[src/rtl/dbrg_pkg.sv]
package dbrg_pkg;
  localparam int REG_W   = 32;
  localparam int NUM_EVT = 10;
  localparam int EN_OFS  = 8;
  localparam int NUM_USB = 2;
  localparam int AUD_BASE = 16;
  localparam int NUM_IRQ = 3;

  // status bit position of event k
  function automatic int evt_pos(input int k);
    return (k < NUM_USB) ? k : (k - NUM_USB + AUD_BASE);
  endfunction

  // interrupt line of event k: 0 error, 1 transfer end, 2 half transfer
  function automatic int evt_line(input int k);
    if (k == 1) return 0;
    if (k == 0) return 1;
    return (((k - NUM_USB) % 2) == 0) ? 1 : 2;
  endfunction

  function automatic logic [NUM_EVT-1:0] line_mask(input int ln);
    logic [NUM_EVT-1:0] m;
    m = '0;
    for (int k = 0; k < NUM_EVT; k++) m[k] = (evt_line(k) == ln);
    return m;
  endfunction

  function automatic logic [REG_W-1:0] live_mask();
    logic [REG_W-1:0] m;
    m = '0;
    for (int k = 0; k < NUM_EVT; k++) begin
      m[evt_pos(k)] = 1'b1;
      m[evt_pos(k) + EN_OFS] = 1'b1;
    end
    return m;
  endfunction
endpackage

[src/rtl/dbrg_evt_cell.sv]
module dbrg_evt_cell (
  input  logic clk,
  input  logic rst,
  input  logic wr_en_i,
  input  logic wr_st_i,
  input  logic wr_ena_i,
  input  logic evt_i,
  output logic st_o,
  output logic ena_o
);
  logic st_q, ena_q;

  always_ff @(posedge clk) begin
    if (rst) begin
      st_q  <= 1'b0;
      ena_q <= 1'b0;
    end else begin
      st_q <= ((wr_en_i ? wr_st_i : 1'b1) & st_q) | evt_i;
      if (wr_en_i) ena_q <= wr_ena_i;
    end
  end

  assign st_o  = st_q;
  assign ena_o = ena_q;

  assert_evt_wins_R4: assert property (@(posedge clk) disable iff (rst)
    evt_i |=> st_o);
  assert_wr0_clears_R3: assert property (@(posedge clk) disable iff (rst)
    (wr_en_i && !wr_st_i && !evt_i) |=> !st_o);
  assert_wr1_keeps_R3: assert property (@(posedge clk) disable iff (rst)
    (wr_en_i && wr_st_i && st_o) |=> st_o);
  assert_no_wr_set_R3: assert property (@(posedge clk) disable iff (rst)
    (!st_o && !evt_i) |=> !st_o);
  assert_ena_hold_R5: assert property (@(posedge clk) disable iff (rst)
    !wr_en_i |=> $stable(ena_o));
endmodule

[src/rtl/dbrg_irq_merge.sv]
module dbrg_irq_merge
  import dbrg_pkg::*;
(
  input  logic               clk,
  input  logic               rst,
  input  logic [NUM_EVT-1:0] pend_i,
  output logic [NUM_IRQ-1:0] irq_o
);
  logic [NUM_IRQ-1:0] irq_q;

  for (genvar ln = 0; ln < NUM_IRQ; ln++) begin : g_line
    localparam logic [NUM_EVT-1:0] MASK = line_mask(ln);
    always_ff @(posedge clk) begin
      if (rst) irq_q[ln] <= 1'b0;
      else     irq_q[ln] <= |(pend_i & MASK);
    end
  end

  assign irq_o = irq_q;

  assert_hold_R10: assert property (@(posedge clk) disable iff (rst)
    (irq_o[0] && pend_i[1]) |=> irq_o[0]);
endmodule

[src/rtl/dbrg_irq_reg.sv]
module dbrg_irq_reg
  import dbrg_pkg::*;
(
  input  logic               clk,
  input  logic               rst,
  input  logic               wr_en_i,
  input  logic [REG_W-1:0]   wr_data_i,
  input  logic [NUM_EVT-1:0] evt_i,
  output logic [REG_W-1:0]   rd_data_o,
  output logic               irq_err_o,
  output logic               irq_end_o,
  output logic               irq_half_o
);
  localparam logic [REG_W-1:0] LIVE = live_mask();

  logic [NUM_EVT-1:0] st_v, ena_v;
  logic [NUM_IRQ-1:0] irq_v;

  for (genvar k = 0; k < NUM_EVT; k++) begin : g_evt
    localparam int P = evt_pos(k);
    dbrg_evt_cell u_cell (
      .clk      (clk),
      .rst      (rst),
      .wr_en_i  (wr_en_i),
      .wr_st_i  (wr_data_i[P]),
      .wr_ena_i (wr_data_i[P + EN_OFS]),
      .evt_i    (evt_i[k]),
      .st_o     (st_v[k]),
      .ena_o    (ena_v[k])
    );
  end

  always_comb begin
    rd_data_o = '0;
    for (int k = 0; k < NUM_EVT; k++) begin
      rd_data_o[evt_pos(k)]          = st_v[k];
      rd_data_o[evt_pos(k) + EN_OFS] = ena_v[k];
    end
  end

  dbrg_irq_merge u_merge (
    .clk    (clk),
    .rst    (rst),
    .pend_i (st_v & ena_v),
    .irq_o  (irq_v)
  );

  assign irq_err_o  = irq_v[0];
  assign irq_end_o  = irq_v[1];
  assign irq_half_o = irq_v[2];

  assert_reserved_R6: assert property (@(posedge clk) disable iff (rst)
    (wr_en_i && |(wr_data_i & ~LIVE)) |=> ((rd_data_o & ~LIVE) == '0));
  assert_err_line_R7: assert property (@(posedge clk) disable iff (rst)
    irq_err_o == $past(rd_data_o[1] & rd_data_o[9]));
  assert_half_line_R9: assert property (@(posedge clk) disable iff (rst)
    irq_half_o == $past(|(rd_data_o[23:16] & rd_data_o[31:24] & 8'hAA)));
  assert_end_line_R8: assert property (@(posedge clk) disable iff (rst)
    irq_end_o == $past((rd_data_o[0] & rd_data_o[8]) |
                       (|(rd_data_o[23:16] & rd_data_o[31:24] & 8'h55))));
endmodule

[config.mk]
export PLATFORM = sky130hd
export DESIGN_NAME = dbrg_irq_reg
export DESIGN_NICKNAME = d
export VERILOG_FILES = /design/src/rtl/dbrg_pkg.sv /design/src/rtl/dbrg_evt_cell.sv /design/src/rtl/dbrg_irq_merge.sv /design/src/rtl/dbrg_irq_reg.sv
export SDC_FILE = /design/constraint.sdc
export NUM_CORES = 1
export LEC_CHECK = 0
export ABC_AREA = 1
export BUFFER_PORTS_ARGS = -buffer_cell sky130_fd_sc_hd__buf_4
export CORE_ASPECT_RATIO = 1.4
export CORE_MARGIN = 2
export CORE_UTILIZATION = 41
export DETAILED_ROUTE_END_ITERATION = 7
export PLACE_DENSITY = 0.77
export SETUP_SLACK_MARGIN = 0.15
export SLEW_MARGIN = 5
export SYNTH_ARGS = -nofsm -noshare
export SYNTH_HDL_FRONTEND = slang
export SYNTH_SLANG_ARGS = --single-unit
[constraint.sdc]
create_clock -name clk -period 0.94 [get_ports clk]
set_clock_uncertainty 0.15 [all_clocks]
set_input_delay 0.188 -clock clk [delete_from_list [all_inputs] [get_ports clk]]
set_output_delay 0.188 -clock clk [all_outputs]
set_load 0.02 [all_outputs]
==> impl_metrics.csv <==
group,metric,value,unit
global_routing,grt_overflow,0,
logic_synthesis,synth_top_area_share,0.384,
cts,cts.clk_slew.worst_paths,80,ps
layout,drive_gt1_frac,0.770,
layout,multi_input_area,510,um^2
place,placedCellCount,210,
logic_synthesis,ys_types,13,
global_routing,top_usage_layer,"met2",
floorplan,io_pins,80,
layout,n_fill_cell,236,
sta,rsz0062_at_grt,"true",
power_and_ir_drop,clockPowerShare,0.260,
layout,antenna_cells,0,
cts,cts_tree,"yes",
detailed_routing,drt_iter0_markers,4,
place,place_congestion,0.733,
logic_synthesis,syn_area,1200,um^2
floorplan,rows,23,
setup_path,critPathBufInv,1,
setup_path,end_kind,"output port",
cts,cts.sinks,23,
global_routing,antenna_found_initial,0,
logic_synthesis,avgSynthCellArea,8.50,um^2
floorplan,dieArea,3380,um^2
global_routing,met3_usage,0.0306,
detailed_routing,num_vias,1036,
sta,layout_setup_ws,-146,ps
logic_synthesis,synth_seq_cells,23,
power_and_ir_drop,p_comb_frac,0.283,
setup_path,slowest_stage,"dfxtp_2",
setup_path,path_delay_family,"flip-flops",
sta,slew_viol_final,0,
setup_path,slowest_delay,360,ps
power_and_ir_drop,internal_power,0.00170,W
sta,final-hold-violation-count,0,
setup_path,cp_max_fo,2,
cts,htree_levels,1,
detailed_routing,routed_wl,2980,um
global_routing,first_global_vias,1015,
logic_synthesis,yosys_warnings,0,
detailed_routing,wl_per_cell,12.8,um
power_and_ir_drop,switching_share,0.292,
detailed_routing,drcViolationCount,0,
power_and_ir_drop,p_leak,0.903,nW
power_and_ir_drop,peakVddDrop,0.698,mV
hold_path,hold_class,"input port to flip-flop",
run_status,violations,"negative setup slack",
global_routing,grt_pass1_wl,4450,um
sta,finalCriticalPeriod,1090,ps
logic_synthesis,synth_cells,141,
cts,clkLatencyLatePin,260,ps
layout,stdcell_count,233,
sta,setup_viol,25,
setup_path,required,600,ps
cts,clockBufferDepth,2,
detailed_routing,firstDrtPassIters,3,
floorplan,die_w,49.7,um
global_routing,grt_use_met1,0.174,
global_routing,met2_usage,0.343,
setup_path,crit_type,"flip-flop to output port",
power_and_ir_drop,p_seq_frac,0.457,
floorplan,die_y,68.0,um
cts,cts_buffers,3,
layout,final_util,0.659,
layout,area_growth,55.1,%
floorplan,core-area,2820,um^2
flow_run,maxCapViolations,0,
detailed_routing,postRouteAntennaNets,0,
power_and_ir_drop,power_density,1290,nW/um^2
global_routing,grt_start_max_net_pins,24,
setup_path,crit_arrival,750,ps
sta,hold_slack,4.65,ps
layout,regArea,489,um^2
cts,clockRootBuffer,"clkbuf_8",
global_routing,grt_usage,0.178,
detailed_routing,viasPerCell,4.45,
setup_path,crit_chain,"buf_6",
sta,fin_crit_sh,1.16,
place,portBuffers,55,
floorplan,start_util,0.425,
sta,max_freq,921,MHz
place,dp_hpwl,1760,um
logic_synthesis,yosysSeqAreaShare,0.384,
power_and_ir_drop,p_sw,0.000700,W
logic_synthesis,synth_area_leader_cell,"dfxtp_1",
run_status,status,"finished with violations",
setup_path,cp-start-kind,"flip-flop",
layout,layout.nets,242,
logic_synthesis,yosys-top-cells-area,"dfxtp_1 (38%), buf_4 (22%), a21oi_2 (12%)",
-- stage by stage --
step / instance area, um^2 / worst slack, ps / setup TNS (ps) / total power [W]
2_1_floorplan: 1340 / 128 / 0 / 0.00154
3_3_place_gp: 1470 / 13.9 / 0 / 0.00160
3_5_place_dp: 1470 / -10.2 / -12.5 / 0.00161
4_1_cts: 1770 / -138 / -2880 / 0.00235
5_1_grt: 1860 / -178 / -3920 / 0.00253
6_report: 1860 / -146 / -3020 / 0.00240
-- layout make-up --
type / count / area share
timing repair buffer: 77 / 0.390
multi-input combinational: 81 / 0.275
sequential: 23 / 0.263
tap: 37 / 0.0249
clock buffer: 3 / 0.0222
inverter: 11 / 0.0222
clock inverter: 1 / 0.00269
-- path summary, 6_finish.rpt --
| check | slack (ps) | endpoint | start | depth (start not counted) |
|---|---|---|---|---|
| setup / recovery | -150 | rd_data_o[16] | g_evt[2].u_cell.st_o$_SDFF_PP0_ | 1 |
| hold / removal | 5 | g_evt[8].u_cell.st_o$_SDFF_PP0_ | evt_i[8] | 3 |
| setup reg to reg | -70 | u_merge.irq_o[1]$_SDFF_PP0_ | g_evt[4].u_cell.ena_o$_SDFFE_PP0P_ | 5 |
| hold reg to reg | 360 | g_evt[7].u_cell.ena_o$_SDFFE_PP0P_ | g_evt[7].u_cell.ena_o$_SDFFE_PP0P_ | 2 |
-- synth_stat cells, drive strengths merged --
library cell,number
buf,37
nand2,33
conb,1
dfxtp,23
nor2,5
a21oi,20
o21ai,10
nand3,1
inv,11
-- state kept, by name, summed over array words and instances, names as in the netlist --
name / count
g_evt.u_cell.st_o: 10
g_evt.u_cell.ena_o: 10
u_merge.irq_o: 3
-- power by group through the flow --
stage / registers [W] / clock network, W / logic [W]
2_1_floorplan: 0.00112 / 0 / 0.000415
3_3_place_gp: 0.00111 / 0 / 0.000487
3_5_place_dp: 0.00111 / 0 / 0.000494
4_1_cts: 0.00109 / 0.000633 / 0.000630
5_1_grt: 0.00110 / 0.000703 / 0.000722
6_report: 0.00110 / 0.000622 / 0.000679
-- cell usage in the layout (no fill, tap or decap) --
master	count
inv_2	1
conb_1	12
buf_6	36
buf_4	40
nand2_2	12
a21oi_2	18
clkbuf_8	3
nand2_1	18
o21ai_2	10
nand3_2	1
buf_12	1
a21oi_1	2
nor2_1	3
clkinv_2	1
dfxtp_2	23
nand2_4	3
nor2_2	2
inv_1	10
-- routing by layer --
metal | vias up | share of wire
li1 | 505 | -
met3 | 9 | 0.050
met4 | 0 | 0.032
met2 | 49 | 0.57
met1 | 473 | 0.35
met5 | - | 0
-- cell families (layout without fill, tap and decap cells) --
kind of cell           Yosys count  in the layout  share of synthesized area
buffers and inverters           48             92                      0.280
flip-flops                      23             23                      0.384
AND/OR/NAND/NOR                 39             39                      0.123
other                            1             12                    0.00313
AO/OA/AOI/OAI                   30             30                      0.210
-- what timing repair did --
item	in CTS	in global routing
endpoints found under the hold margin	2	0
gates resized for setup	36	25
buffers inserted	19	0
pin swaps	13	15
endpoints found under the setup margin	25	46
Note: power is estimated with default switching activity, not from simulation.
